$ cat config.mk
export PLATFORM = sky130hd
export DESIGN_NAME = cmd_frame_handler
export DESIGN_NICKNAME = d
export VERILOG_FILES = /design/src/rtl/cmdfr_pkg.sv /design/src/rtl/cmdfr_rx_parser.sv /design/src/rtl/cmdfr_reply_tx.sv /design/src/rtl/cmd_frame_handler.sv
export SDC_FILE = /design/constraint.sdc
export NUM_CORES = 1
export LEC_CHECK = 0
export CORE_MARGIN = 8
export CORE_UTILIZATION = 49
export CTS_CLUSTER_SIZE = 14
export DETAILED_ROUTE_END_ITERATION = 6
export GPL_TIMING_DRIVEN = 1
export HOLD_SLACK_MARGIN = 0.05
export PLACE_DENSITY = 0.82
export SLEW_MARGIN = 20
export SYNTH_ARGS = -nofsm -noshare
export SYNTH_HDL_FRONTEND = slang
export SYNTH_HIERARCHICAL = 1
export SYNTH_SLANG_ARGS = --single-unit
$ cat constraint.sdc
create_clock -name clk -period 4.6 [get_ports clk]
set_input_delay 0.92 -clock clk [delete_from_list [all_inputs] [get_ports clk]]
set_output_delay 0.92 -clock clk [all_outputs]
set_load 0.02 [all_outputs]
$ cat src/rtl/cmdfr_pkg.sv
package cmdfr_pkg;

    localparam int BYTE_W   = 8;
    localparam int SP_W     = 16;
    localparam int NUM_ACT  = 4;

    localparam logic [7:0]  HDR_BYTE  = 8'hFF;
    localparam logic [7:0]  ID_ACK    = 8'h03;
    localparam logic [7:0]  ID_ERR    = 8'h04;
    localparam logic [15:0] AUTO_CODE = 16'h8000;
    localparam logic [15:0] CRC_POLY  = 16'h1021;
    localparam logic [15:0] CRC_INIT  = 16'hFFFF;

    typedef enum logic [1:0] {
        RPL_NONE = 2'd0,
        RPL_ACK  = 2'd1,
        RPL_ERR  = 2'd2
    } reply_kind_e;

    function automatic logic [15:0] crc16_step(input logic [15:0] c, input logic [7:0] b);
        logic [15:0] r;
        r = c ^ {b, 8'h00};
        for (int k = 0; k < 8; k++) begin
            r = r[15] ? ((r << 1) ^ CRC_POLY) : (r << 1);
        end
        return r;
    endfunction

endpackage

$ cat src/rtl/cmdfr_rx_parser.sv
module cmdfr_rx_parser
    import cmdfr_pkg::*;
#(
    parameter int NUM_SP    = 4,
    parameter int GAP_LIMIT = 1024
) (
    input  logic                   clk,
    input  logic                   rst_n,
    input  logic                   window_en,
    input  logic                   byte_fire,
    input  logic [BYTE_W-1:0]      byte_in,
    output logic [NUM_SP*SP_W-1:0] sp_flat,
    output logic [NUM_ACT-1:0]     act_o,
    output logic                   reply_req_o,
    output reply_kind_e            reply_kind_o
);
    localparam int FRAME_LEN  = 2 + 2*NUM_SP + 2;
    localparam int IDX_W      = $clog2(FRAME_LEN);
    localparam int GAP_W      = $clog2(GAP_LIMIT);
    localparam int SLOT_W     = (NUM_SP > 1) ? $clog2(NUM_SP) : 1;
    localparam int CRC_LO_IDX = FRAME_LEN - 2;
    localparam int LAST_IDX   = FRAME_LEN - 1;

    typedef struct packed {
        logic                         in_frame;
        logic [IDX_W-1:0]             idx;
        logic [GAP_W-1:0]             gap;
        logic [15:0]                  crc;
        logic [7:0]                   code;
        logic [7:0]                   crc_lo;
        logic [NUM_SP-1:0][SP_W-1:0]  shadow;
        logic [NUM_SP-1:0][SP_W-1:0]  sp;
        logic [NUM_ACT-1:0]           act;
        logic                         req;
        reply_kind_e                  kind;
    } rx_state_t;

    rx_state_t st_d, st_q;

    logic [IDX_W-1:0]  rel;
    logic [SLOT_W-1:0] slot;
    logic              half;
    logic              crc_ok;
    logic              code_ok;

    always_comb begin
        rel     = st_q.idx - IDX_W'(2);
        slot    = rel[SLOT_W:1];
        half    = rel[0];
        crc_ok  = ({byte_in, st_q.crc_lo} == st_q.crc);
        code_ok = (st_q.code >= 8'd1) && (st_q.code <= 8'(NUM_ACT));

        st_d     = st_q;
        st_d.act = '0;
        st_d.req = 1'b0;

        if (!window_en) begin
            st_d.in_frame = 1'b0;
            st_d.gap      = '0;
        end else if (!st_q.in_frame) begin
            if (byte_fire && byte_in == HDR_BYTE) begin
                st_d.in_frame = 1'b1;
                st_d.idx      = IDX_W'(1);
                st_d.gap      = '0;
                st_d.crc      = crc16_step(CRC_INIT, HDR_BYTE);
            end
        end else if (byte_fire) begin
            st_d.gap = '0;
            st_d.idx = st_q.idx + IDX_W'(1);
            if (st_q.idx < IDX_W'(CRC_LO_IDX)) begin
                st_d.crc = crc16_step(st_q.crc, byte_in);
            end
            if (st_q.idx == IDX_W'(1)) begin
                st_d.code = byte_in;
            end
            if (st_q.idx >= IDX_W'(2) && st_q.idx < IDX_W'(CRC_LO_IDX)) begin
                st_d.shadow[slot][8*half +: 8] = byte_in;
            end
            if (st_q.idx == IDX_W'(CRC_LO_IDX)) begin
                st_d.crc_lo = byte_in;
            end
            if (st_q.idx == IDX_W'(LAST_IDX)) begin
                st_d.in_frame = 1'b0;
                st_d.req      = 1'b1;
                if (crc_ok && code_ok) begin
                    st_d.sp                        = st_q.shadow;
                    st_d.act[st_q.code[1:0] - 2'd1] = 1'b1;
                    if (st_q.code <= 8'd2) begin
                        st_d.kind = RPL_ACK;
                    end else begin
                        st_d.kind = RPL_NONE;
                        st_d.req  = 1'b0;
                    end
                end else begin
                    st_d.kind = RPL_ERR;
                end
            end
        end else if (st_q.gap == GAP_W'(GAP_LIMIT - 1)) begin
            st_d.in_frame = 1'b0;
            st_d.gap      = '0;
        end else begin
            st_d.gap = st_q.gap + GAP_W'(1);
        end
    end

    always_ff @(posedge clk or negedge rst_n) begin
        if (!rst_n) begin
            st_q <= '0;
        end else begin
            st_q <= st_d;
        end
    end

    assign sp_flat      = st_q.sp;
    assign act_o        = st_q.act;
    assign reply_req_o  = st_q.req;
    assign reply_kind_o = st_q.kind;

    a_r3_act_onehot: assert property (@(posedge clk) disable iff (!rst_n)
        $onehot0(act_o));
    a_r3_act_single_cycle: assert property (@(posedge clk) disable iff (!rst_n)
        (act_o != '0) |=> (act_o == '0));
    a_r4_sp_moves_with_act: assert property (@(posedge clk) disable iff (!rst_n)
        !$stable(sp_flat) |-> (act_o != '0));
    a_r2_no_act_on_error: assert property (@(posedge clk) disable iff (!rst_n)
        (reply_req_o && reply_kind_o == RPL_ERR) |-> (act_o == '0));
    a_r10_window_aborts: assert property (@(posedge clk) disable iff (!rst_n)
        !window_en |=> !st_q.in_frame);
    a_r9_gap_aborts: assert property (@(posedge clk) disable iff (!rst_n)
        (window_en && st_q.in_frame && !byte_fire && st_q.gap == GAP_W'(GAP_LIMIT - 1))
        |=> !st_q.in_frame);
endmodule

$ cat src/rtl/cmdfr_reply_tx.sv
module cmdfr_reply_tx
    import cmdfr_pkg::*;
(
    input  logic              clk,
    input  logic              rst_n,
    input  logic              req,
    input  reply_kind_e       kind,
    input  logic              out_ready,
    output logic              out_valid,
    output logic [BYTE_W-1:0] out_data,
    output logic              busy
);
    typedef struct packed {
        logic        busy;
        logic [1:0]  pos;
        logic [7:0]  id;
        logic [15:0] crc;
    } tx_state_t;

    tx_state_t st_d, st_q;
    logic [7:0] id_pick;

    always_comb begin
        id_pick = (kind == RPL_ACK) ? ID_ACK : ID_ERR;
        st_d    = st_q;
        if (!st_q.busy) begin
            if (req && kind != RPL_NONE) begin
                st_d.busy = 1'b1;
                st_d.pos  = 2'd0;
                st_d.id   = id_pick;
                st_d.crc  = crc16_step(crc16_step(CRC_INIT, HDR_BYTE), id_pick);
            end
        end else if (out_ready) begin
            st_d.pos = st_q.pos + 2'd1;
            if (st_q.pos == 2'd3) begin
                st_d.busy = 1'b0;
            end
        end
    end

    always_ff @(posedge clk or negedge rst_n) begin
        if (!rst_n) begin
            st_q <= '0;
        end else begin
            st_q <= st_d;
        end
    end

    always_comb begin
        unique case (st_q.pos)
            2'd0:    out_data = HDR_BYTE;
            2'd1:    out_data = st_q.id;
            2'd2:    out_data = st_q.crc[7:0];
            default: out_data = st_q.crc[15:8];
        endcase
    end

    assign out_valid = st_q.busy;
    assign busy      = st_q.busy;

    a_r11_hold_when_stalled: assert property (@(posedge clk) disable iff (!rst_n)
        (out_valid && !out_ready) |=> (out_valid && $stable(out_data)));
    a_r6_reply_opens_with_header: assert property (@(posedge clk) disable iff (!rst_n)
        $rose(out_valid) |-> (out_data == HDR_BYTE));
    a_r11_no_req_while_busy: assert property (@(posedge clk) disable iff (!rst_n)
        busy |-> !req);
endmodule

$ cat src/rtl/cmd_frame_handler.sv
module cmd_frame_handler
    import cmdfr_pkg::*;
#(
    parameter int NUM_SP    = 4,
    parameter int GAP_LIMIT = 1024
) (
    input  logic                   clk,
    input  logic                   rst_n,
    input  logic                   window_en,
    input  logic                   in_valid,
    input  logic [7:0]             in_data,
    output logic                   in_ready,
    output logic                   out_valid,
    output logic [7:0]             out_data,
    input  logic                   out_ready,
    output logic [NUM_SP*16-1:0]   setpt_o,
    output logic [NUM_SP-1:0]      auto_isc_o,
    output logic                   act_get_status,
    output logic                   act_get_curves,
    output logic                   act_send_status,
    output logic                   act_send_all
);
    logic               byte_fire;
    logic [NUM_ACT-1:0] act;
    logic               reply_req;
    reply_kind_e        reply_kind;
    logic               tx_busy;

    assign in_ready  = !(tx_busy || reply_req);
    assign byte_fire = in_valid && in_ready;

    cmdfr_rx_parser #(
        .NUM_SP    (NUM_SP),
        .GAP_LIMIT (GAP_LIMIT)
    ) u_rx (
        .clk          (clk),
        .rst_n        (rst_n),
        .window_en    (window_en),
        .byte_fire    (byte_fire),
        .byte_in      (in_data),
        .sp_flat      (setpt_o),
        .act_o        (act),
        .reply_req_o  (reply_req),
        .reply_kind_o (reply_kind)
    );

    cmdfr_reply_tx u_tx (
        .clk       (clk),
        .rst_n     (rst_n),
        .req       (reply_req),
        .kind      (reply_kind),
        .out_ready (out_ready),
        .out_valid (out_valid),
        .out_data  (out_data),
        .busy      (tx_busy)
    );

    for (genvar i = 0; i < NUM_SP; i++) begin : g_auto
        assign auto_isc_o[i] = (setpt_o[16*i +: 16] == AUTO_CODE);
    end

    assign act_get_status  = act[0];
    assign act_get_curves  = act[1];
    assign act_send_status = act[2];
    assign act_send_all    = act[3];

    a_r11_ready_low_during_reply: assert property (@(posedge clk) disable iff (!rst_n)
        out_valid |-> !in_ready);
    a_r5_auto_tracks_setpoint: assert property (@(posedge clk) disable iff (!rst_n)
        $rose(auto_isc_o[0]) |-> (act != '0));
endmodule

=== Yosys cells after proc, flatten, opt, wreduce, memory -nomap -nowiden ===
Cells that the tools add are included.

* Register bits after elaboration: 209
* Word-level logic and storage cells: 147

* Add/subtract/negate cells: 6
* Magnitude comparators: 9
* Equal/unequal tests: 18
* Shifts and indexed selects: 2
* Multiplexer cells: 49
* Bitwise gates (word level): 19
* Reductions and logical operators: 23

{| class="wikitable"
|+ Operator list
! operator !! count
|-
| $mux 13 || 16
|-
| $mux 167 || 1
|-
| $mux 71 || 1
|-
| $mux 69 || 1
|-
| $bwmux 64 || 1
|-
| $eq 16x16->1 const B || 4
|-
| $mux 64 || 1
|-
| $mux 31 || 2
|-
| $not 3->3 || 16
|-
| $neg 4->34 || 1
|-
| $shift 8x34->16 const A || 1
|-
| $shiftx 8x34->16 || 1
|-
| $demux 16 s2 || 1
|-
| $mux 16 || 2
|-
| $mux 10 || 3
|-
| $mux 27 || 1
|-
| $pmux 8 s3 || 1
|-
| $reduce_and 4->1 || 5
|-
| $eq 16x16->1 || 1
|-
| $mux 8 || 2
|-
| $xor 16x16->16 || 1
|-
| $mux 7 || 2
|-
| $add 10x1->10 const B || 1
|-
| $eq 10x10->1 const B || 1
|-
| other kinds (34) || 59
|}

=== Longest topological paths before layout ===
Gate-level depths: netlist (run 1).

* Depth in word-level cells: 21
* Gate-level depth with buffers: 9
* Gate-level depth less buffers: 7

=== Hierarchy ===
The synthesis (run 1) kept the hierarchy.

{| class="wikitable"
|+ By module, submodules not included
! module !! times used !! cells an instance !! area each (µm²)
|-
| cmdfr_rx_parser || 1 || 621 || 8059.0
|-
| cmdfr_reply_tx || 1 || 52 || 431.7
|-
| cmd_frame_handler || 1 || 22 || 155.1
|}

=== Least setup slack after synthesis (run 1) ===
Ideal clock, no wire load.

* Path kind: in2reg
* From: input in_data[4]
* To: register u_rx.st_q, in the netlist u_rx/sp_flat[0]
* Setup time: 0.127 ns
* Arrival: 2.719 ns
* Required time: 4.473 ns
* Setup slack: 1.753 ns
* Stages: 7
* Buffers on the path: 2
* Cells stage by stage: xnor2_2 nand4_1 or4_4 nor4b_4 buf_4 buf_6 mux2_1

* Cells in the longest elaborated chain, start to end: 3

{| class="wikitable"
|+ Ends and longest elaborated chain
! item !! line !! RTL
|-
| start, declared || cmd_frame_handler.sv:11 || <nowiki>input logic [7:0] in_data,</nowiki>
|-
| $eq 16x16->1 || cmdfr_rx_parser.sv:50 || <nowiki>crc_ok = ({byte_in, st_q.crc_lo} == st_q.crc);</nowiki>
|-
| $logic_and 1x1->1 || cmdfr_rx_parser.sv:85 || <nowiki>if (crc_ok && code_ok) begin</nowiki>
|-
| $reduce_and 5->1 (no source line) || -- ||
|-
| end signal, assigned || cmdfr_rx_parser.sv:110 || <nowiki>st_q <= st_d;</nowiki>
|-
| end, declared || cmdfr_rx_parser.sv:38 || <nowiki>rx_state_t st_d, st_q;</nowiki>
|}

Every way passes these cells.
A chain may end at the register's enable or synchronous reset.

=== Worst setup path after layout (run 1) ===
* From: input in_data[4]
* To: register u_rx.st_q, in the netlist u_rx/sp_flat[52]

Same word-level chain as after synthesis.

==> summary.md, run 1 <==
| Metric | Value |
|---|---|
| Overflow after GRT | `0` |
| CP Cell Sequence | `clkdlybuf4s50_1, xnor2_2, nand4_1, or4_4, nor4b_4, buf_12, mux2_2` |
| Final Hold Vio Count | `0` |
| Design area | `0.00997 sq mm` |
| Slew @ Worst Pin | `0.955 ns` |
| CP startpoint kind | `input pin` |
| Layout cells sized above 1 | `21.0%` |
| Gp weighted congestion | `0.840` |
| Root Driver | `clkbuf_16` |
| Syn nets | `717` |
| CP required | `4.91 ns` |
| Hold-fix buffers at CTS | `0` |
| Area after DPL | `0.00931 sq mm` |
| Nets | `746` |
| Total GRT Usage | `16.3%` |
| Pwr dens | `373 mW/mm^2` |
| Synth Instances | `695` |
| Seq cells post-synth | `188` |
| Largest stage delay on the critical path | `0.56 ns` |
| Vias | `5232` |
| Clock-pin slew on the worst setup and hold paths | `0.06 ns` |
| Area Overhead vs Synth | `15.3%` |
| Residual DRC | `0` |
| Gate power share | `11.5%` |
| Post-synthesis compound-gate area fraction | `4.78%` |
| Slew HR | `36.3%` |
| Worst hold-check path type | `flop to flop` |
| Vias in the first global route | `5335` |
| Vias/cell | `5.43` |
| First-pass GRT wire length | `28300 um` |
| Cell area after synthesis | `0.00865 sq mm` |
| Largest family of logic cells by synthesized area | `multiplexers` |
| Post-synthesis simple-gate area fraction | `9.26%` |
| Clock sink count | `188` |
| DRT Pass-1 Iters | `5` |
| Pint | `2.83 mW` |
| Port Buf Inserts | `94` |
| Worst path bufs/invs | `2` |
| Tmin final | `3.18 ns` |
| Post-Route WL | `17600 um` |
| Max stage delay cell, worst path | `or4_4` |
| Clk_skew | `0.0107 ns` |
| CTS max path bufs | `2` |
| Crit path DAT | `3.49 ns` |
| Max cap viols | `0` |
| Detail Placement HPWL | `11700 um` |
| TNS Setup | `0 ns` |
| # rows | `48` |
| Crit path max-delay family | `simple AND/OR/NAND/NOR gates` |
| Status | `finished, final reports clean` |
| CTS Buf Count | `17` |
| Final Setup Violations | `0` |
| Post-layout util | `57.6%` |
| Total power | `3.72 mW` |
| Die Area | `0.0222 sq mm` |
| Max Clk Rate | `0.315 GHz` |
| Fill cell count | `1382` |
| Antenna violations before repair | `1` |
| Ports | `95` |
| Post-route ant nets | `0` |
| 1st-iter DRT viols | `214` |
| Nature of the critical path endpoint | `flop` |
| Critical-path maximum fanout | `65` |
| CORE AREA | `0.0173 sq mm` |
| Starting Density | `50.0%` |
| DR WL/cell | `18.2 um` |
| Sw Share | `24.0%` |
| Max-slew violations | `0` |
| Htree depth | `4` |
| CTS tree | `built` |
| RSZ-0062 raised after global routing | `no` |
| Die width | `149 um` |
| Die H | `149 um` |
| Yosys Warn Count | `6` |
| Part of the power in registers | `45.6%` |
| Register area share after synthesis | `54.4%` |
| Multi-input gate area | `0.00324 sq mm` |
| Post-synthesis adder-cell area fraction | `1.30%` |
| Post-CTS Resized | `0` |
| CP Class | `input pin to flop` |
| Multiplexer share of the synthesized area | `18.8%` |
| Peak supply drop | `0.282 mV` |
| Lkg Pwr | `4.81 nW` |
| Largest net degree at the start of global routing | `107` |
| Postcts setup bufs | `0` |
| Clock Latency Late Sink | `0.43 ns` |
| Mean Syn Cell Area | `12.4 sq um` |
| P_sw | `0.893 mW` |
| XOR/XNOR Fraction of Synth Area | `3.33%` |
| Post-synthesis cell type count | `52` |
| FF/Latch Area | `0.00470 sq mm` |
| Final period utilization | `69.1%` |
| Clk network pwr share | `42.9%` |
==> stage by stage <==
stage,setup slack (ns),hold slack (ns),std cells
global placement,1.05,0.466,930
detailed placement,0.992,0.474,930
CTS,1.43,0.489,962
global route,1.34,0.507,963
finish,1.42,0.487,963
floorplan,1.75,0.451,695
==> power by group through the flow <==
stage / clock (mW) / sequential (mW) / combinational, mW
detailed placement: 0 / 1.73 / 0.430
CTS: 1.63 / 1.70 / 0.433
global route: 1.69 / 1.70 / 0.462
finish: 1.60 / 1.70 / 0.428
floorplan: 0 / 1.72 / 0.235
global placement: 0 / 1.73 / 0.420
==> kinds of logic (layout without fill, tap and decap cells) <==
logic type | Yosys count | after routing
other cells | 0 | 1
flops | 188 | 188
fa+ha+maj | 9 | 9
xor+xnor | 32 | 32
compound gates | 72 | 72
buf+inv | 105 | 147
simple gates | 145 | 145
mux | 144 | 144
==> Yosys cell counts (all sizes together) <==
cell type,number,area [sq um]
mux2,144,1620
or4,2,18.8
or3,2,12.5
nand2b,3,18.8
nand3b,2,15.0
o21ai,39,199
nand4b,2,17.5
a22o,3,27.5
nor2,31,116
nor4b,5,58.8
o21a,1,7.51
o41ai,1,8.76
nand4,4,25.0
and3,6,38.8
clkbuf,17,63.8
nand2,40,150
nor2b,3,26.3
o22a,1,8.76
or3b,1,8.76
o31ai,1,7.51
a21o,4,30.0
nor3,9,55.1
a31oi,1,6.26
a31o,2,17.5
dfrtp,188,4700
buf,81,616
nor3b,5,37.5
a21oi,17,85.1
xnor2,22,200
inv,7,26.3
and4,4,35.0
xor2,10,87.6
and2,3,18.8
nand3,7,35.0
ha,9,113
nor4,16,113
o211ai,2,15.0
==> cells in the final DEF (no fill, tap or decap), drive strengths merged, types with 16 or more instances in the layout <==
master,n
nor2,31
o21ai,39
a21oi,17
nor4,16
xnor2,22
nand2,40
clkbuf,18
mux2,144
dfrtp,188
clkdlybuf4s50,93
==> final cells by class <==
type / instances / share of cell area [%]
Clock buffer: 18 / 4.41
Timing Repair Buffer: 108 / 10.6
Inverter: 7 / 0.264
Clock inverter: 14 / 2.18
Tap cell: 225 / 2.82
Sequential cell: 188 / 47.2
Multi-Input combinational cell: 402 / 32.5
Antenna cell: 1 / 0.0251
==> final timing paths <==
path | startpoint | to | slack [ns] | cells after the start
max in group asynchronous | rst_n | u_rx/sp_flat[47]$_DFFE_PN0P_ | 2.87 | 2
worst max register to register | u_tx/busy$_DFF_PN0_ | u_rx/sp_flat[52]$_DFFE_PN0P_ | 1.73 | 7
worst min register to register | flop | u_rx/sp_flat[21]$_DFFE_PN0P_ | 0.49 | 1
worst max-delay path | in_data[4] | u_rx/sp_flat[52]$_DFFE_PN0P_ | 1.42 | 7
worst min-delay path | flop | u_rx/sp_flat[21]$_DFFE_PN0P_ | 0.49 | 1
min in group asynchronous | rst_n | u_rx/act_o[0]$_DFF_PN0_ | 0.60 | 1
==> metal layers <==
metal | global-route usage, % | wire length (um) | vias up
li1 | - | - | 2440
met1 | 20.2 | 7640 | 2663
met2 | 27.3 | 8800 | 111
met3 | 3.67 | 868 | 18
met4 | 6.61 | 243 | 0
met5 | 0 | 0 | -
Power figures use the tool's default switching activity.
==> inputs of run 2 (changes only) <==
clock period = 3 ns   (was 4.6 ns; I/O delays follow)
==> summary.md, run 2 (synthesized netlist as in run 1, its figures left out) <==
| Metric | Value |
|---|---|
| N_diodes | `0 (-1)` |
| Detail Placement HPWL | `12200 um (+4.4%)` |
| Residual DRC | `0 (unchanged)` |
| Final Setup Violations | `0 (unchanged)` |
| Most common cell after layout, fill and taps aside | `dfrtp_1` |
| Clk_skew | `0.0107 ns (+0.0000251 ns)` |
| Max stage delay cell, worst path | `clkdlybuf4s50_1` |
| Die Area | `0.0222 sq mm (unchanged)` |
| Clock Latency Late Sink | `0.42 ns (about the same)` |
| Met3 usage | `4.07% (+0.39 points)` |
| Peak supply drop | `0.372 mV (+32%)` |
| Largest net degree at the start of global routing | `75 (-30%)` |
| Final Hold Vio Count | `0 (unchanged)` |
| Crit path max-delay family | `simple AND/OR/NAND/NOR gates` |
| Postcts setup bufs | `0 (unchanged)` |
| Antenna violations before repair | `0 (-1)` |
| CP required | `2.40 ns (-2.51 ns)` |
| Max cap viols | `0 (unchanged)` |
| Overflow after GRT | `0 (unchanged)` |
| 1st-iter DRT viols | `326 (+52%)` |
| Max-slew violations | `0 (unchanged)` |
| First-pass GRT wire length | `28600 um (+1.3%)` |
| Die H | `149 um (unchanged)` |
| Post-route ant nets | `0 (unchanged)` |
| Status | `finished, final reports clean` |
| Vias | `5322 (+1.7%)` |
| Layout cells sized above 1 | `23.1% (+2.1 points)` |
| Most frequent cells in the layout | `188 x dfrtp_1, 95 x mux2_2, 93 x clkdlybuf4s50_1` |
| Met2 Use GR | `27.8% (+0.52 points)` |
| CTS tree | `built` |
| Vias/cell | `5.41 (-0.35%)` |
| Hold-fix buffers at CTS | `0 (unchanged)` |
| Htree depth | `4 (unchanged)` |
| Tmin final | `2.77 ns` |
| Slew @ Worst Pin | `0.693 ns (-0.262 ns)` |
| Area Overhead vs Synth | `17.2%` |
| Pwr dens | `542 mW/mm^2 (+45%)` |
| Worst hold-check path type | `input pin to async pin` |
| RSZ-0062 raised after global routing | `no` |
| Crit path DAT | `2.17 ns (-1.32 ns)` |
| Nets | `768 (+2.9%)` |
| Clock-pin slew on the worst setup and hold paths | `0.07 ns (about the same)` |
| CTS max path bufs | `2 (unchanged)` |
| Post-layout util | `58.6% (+0.95 points)` |
| DRT Pass-1 Iters | `7 (+2)` |
| Total GRT Usage | `16.4% (+0.11 points)` |
| Post-Route WL | `17800 um (+1.4%)` |
| Slew HR | `53.8% (+17 points)` |
| Clock sink count | `188 (unchanged)` |
| Critical-path maximum fanout | `3 (-95%)` |
| Post-CTS Resized | `0 (unchanged)` |
| Starting Density | `50.0% (unchanged)` |
| Final period utilization | `92.5%` |
| Port Buf Inserts | `94 (unchanged)` |
| Die width | `149 um (unchanged)` |
| CP startpoint kind | `flop` |
| # rows | `48 (unchanged)` |
| CP Cell Sequence | `nor4b_1, and4_1, clkdlybuf4s50_1` |
| Max Clk Rate | `0.360 GHz` |
| Worst path bufs/invs | `1 (-1)` |
| Met1 usage | `20.0% (-0.20 points)` |
| Root Driver | `clkbuf_16` |
| Critical Path Start | `u_rx/sp_flat[25]$_DFFE_PN0P_` |
| DR WL/cell | `18.1 um (-0.69%)` |
| CP Class | `flop to primary output` |
| Gp weighted congestion | `0.825 (-1.8%)` |
| CORE AREA | `0.0173 sq mm (unchanged)` |
| RR Startpoint | `u_rx/st_q[149]$_DFFE_PN0P_` |
| CTS Buf Count | `17 (unchanged)` |
| Grt peak-use layer | `met2` |
| Lkg Pwr | `4.92 nW (+2.3%)` |
| Largest stage delay on the critical path | `0.61 ns (+0.05 ns)` |
| TNS Setup | `0 ns (unchanged)` |
| Vias in the first global route | `5477 (+2.7%)` |
| Nature of the critical path endpoint | `primary output` |
| Ports | `95 (unchanged)` |
[run 2: cell count changes in the layout (fill, tap and decap cells not counted)]
cell / before / now
bufinv_16: 5 / 2
inv_6: 1 / 0
buf_12: 1 / 6
clkinv_4: 3 / 4
buf_4: 13 / 30
clkbuf_1: 0 / 1
clkinvlp_4: 3 / 1
clkbuf_8: 1 / 4
diode_2: 1 / 0
[run 2: layer usage]
| metal | wire length [um] | up-vias |
|---|---|---|
| met4 | 337 | 0 |
| met3 | 954 | 22 |
| li1 | - | 2464 |
| met2 | 8900 | 120 |
| met5 | 0 | - |
| met1 | 7600 | 2716 |
[run 2: worst reg2reg max path, stage by stage (launching register included)]
cell	delay, ns
dfrtp_1	0.39
nor3_1	0.33
nand2_1	0.13
or4_4	0.57
nor4b_4	0.29
buf_4	0.24
buf_12	0.18
mux2_1	0.34
[run 2: path summary, 6_finish.rpt]
kind	depth (start not counted)	slack, ns	endpoint
min	1	0.20	u_rx/st_q[162]$_DFFE_PN0P_
max	3	0.23	auto_isc_o[1]
min in group clk	1	0.48	u_rx/sp_flat[27]$_DFFE_PN0P_
min reg2reg	1	0.48	u_rx/sp_flat[27]$_DFFE_PN0P_
max in group asynchronous	2	2.10	u_rx/sp_flat[60]$_DFFE_PN0P_
max reg2reg	7	0.43	u_rx/sp_flat[6]$_DFFE_PN0P_
[run 2: area by class of cell]
type                       instances  area [sq um]
clock inverter                     9           113
inverter                           7          26.3
fill                            1391          7160
sequential                       188          4700
clock buffer                      22           484
timing repair buffer             130          1290
tap                              225           282
multi-input combinational        402          3240
[run 2: power breakdown]
group | internal, mW | switching [mW]
registers | 2.56 | 0.0386
clock network | 1.31 | 0.899
logic | 0.292 | 0.384
[run 2: through the flow]
| step | instances | power [mW] | cell area, sq um | hold WS (ns) | worst slack, ns |
|---|---|---|---|---|---|
| after global routing | 983 | 5.73 | 10100 | 0.234 | 0.128 |
| final | 983 | 5.49 | 10100 | 0.195 | 0.226 |
| after floorplan | 695 | 3.00 | 8650 | 0.304 | 0.401 |
| after CTS | 983 | 5.56 | 10100 | 0.212 | 0.176 |
| after global placement | 952 | 3.31 | 9540 | 0.467 | -0.0771 |
| after detailed placement | 952 | 3.33 | 9540 | 0.476 | -0.124 |
==> inputs of run 3 (changes only) <==
HOLD_SLACK_MARGIN = not set   (was 0.05)
==> results of run 3 <==
The final DEF is identical to that of run 2; final timing and power are the same.
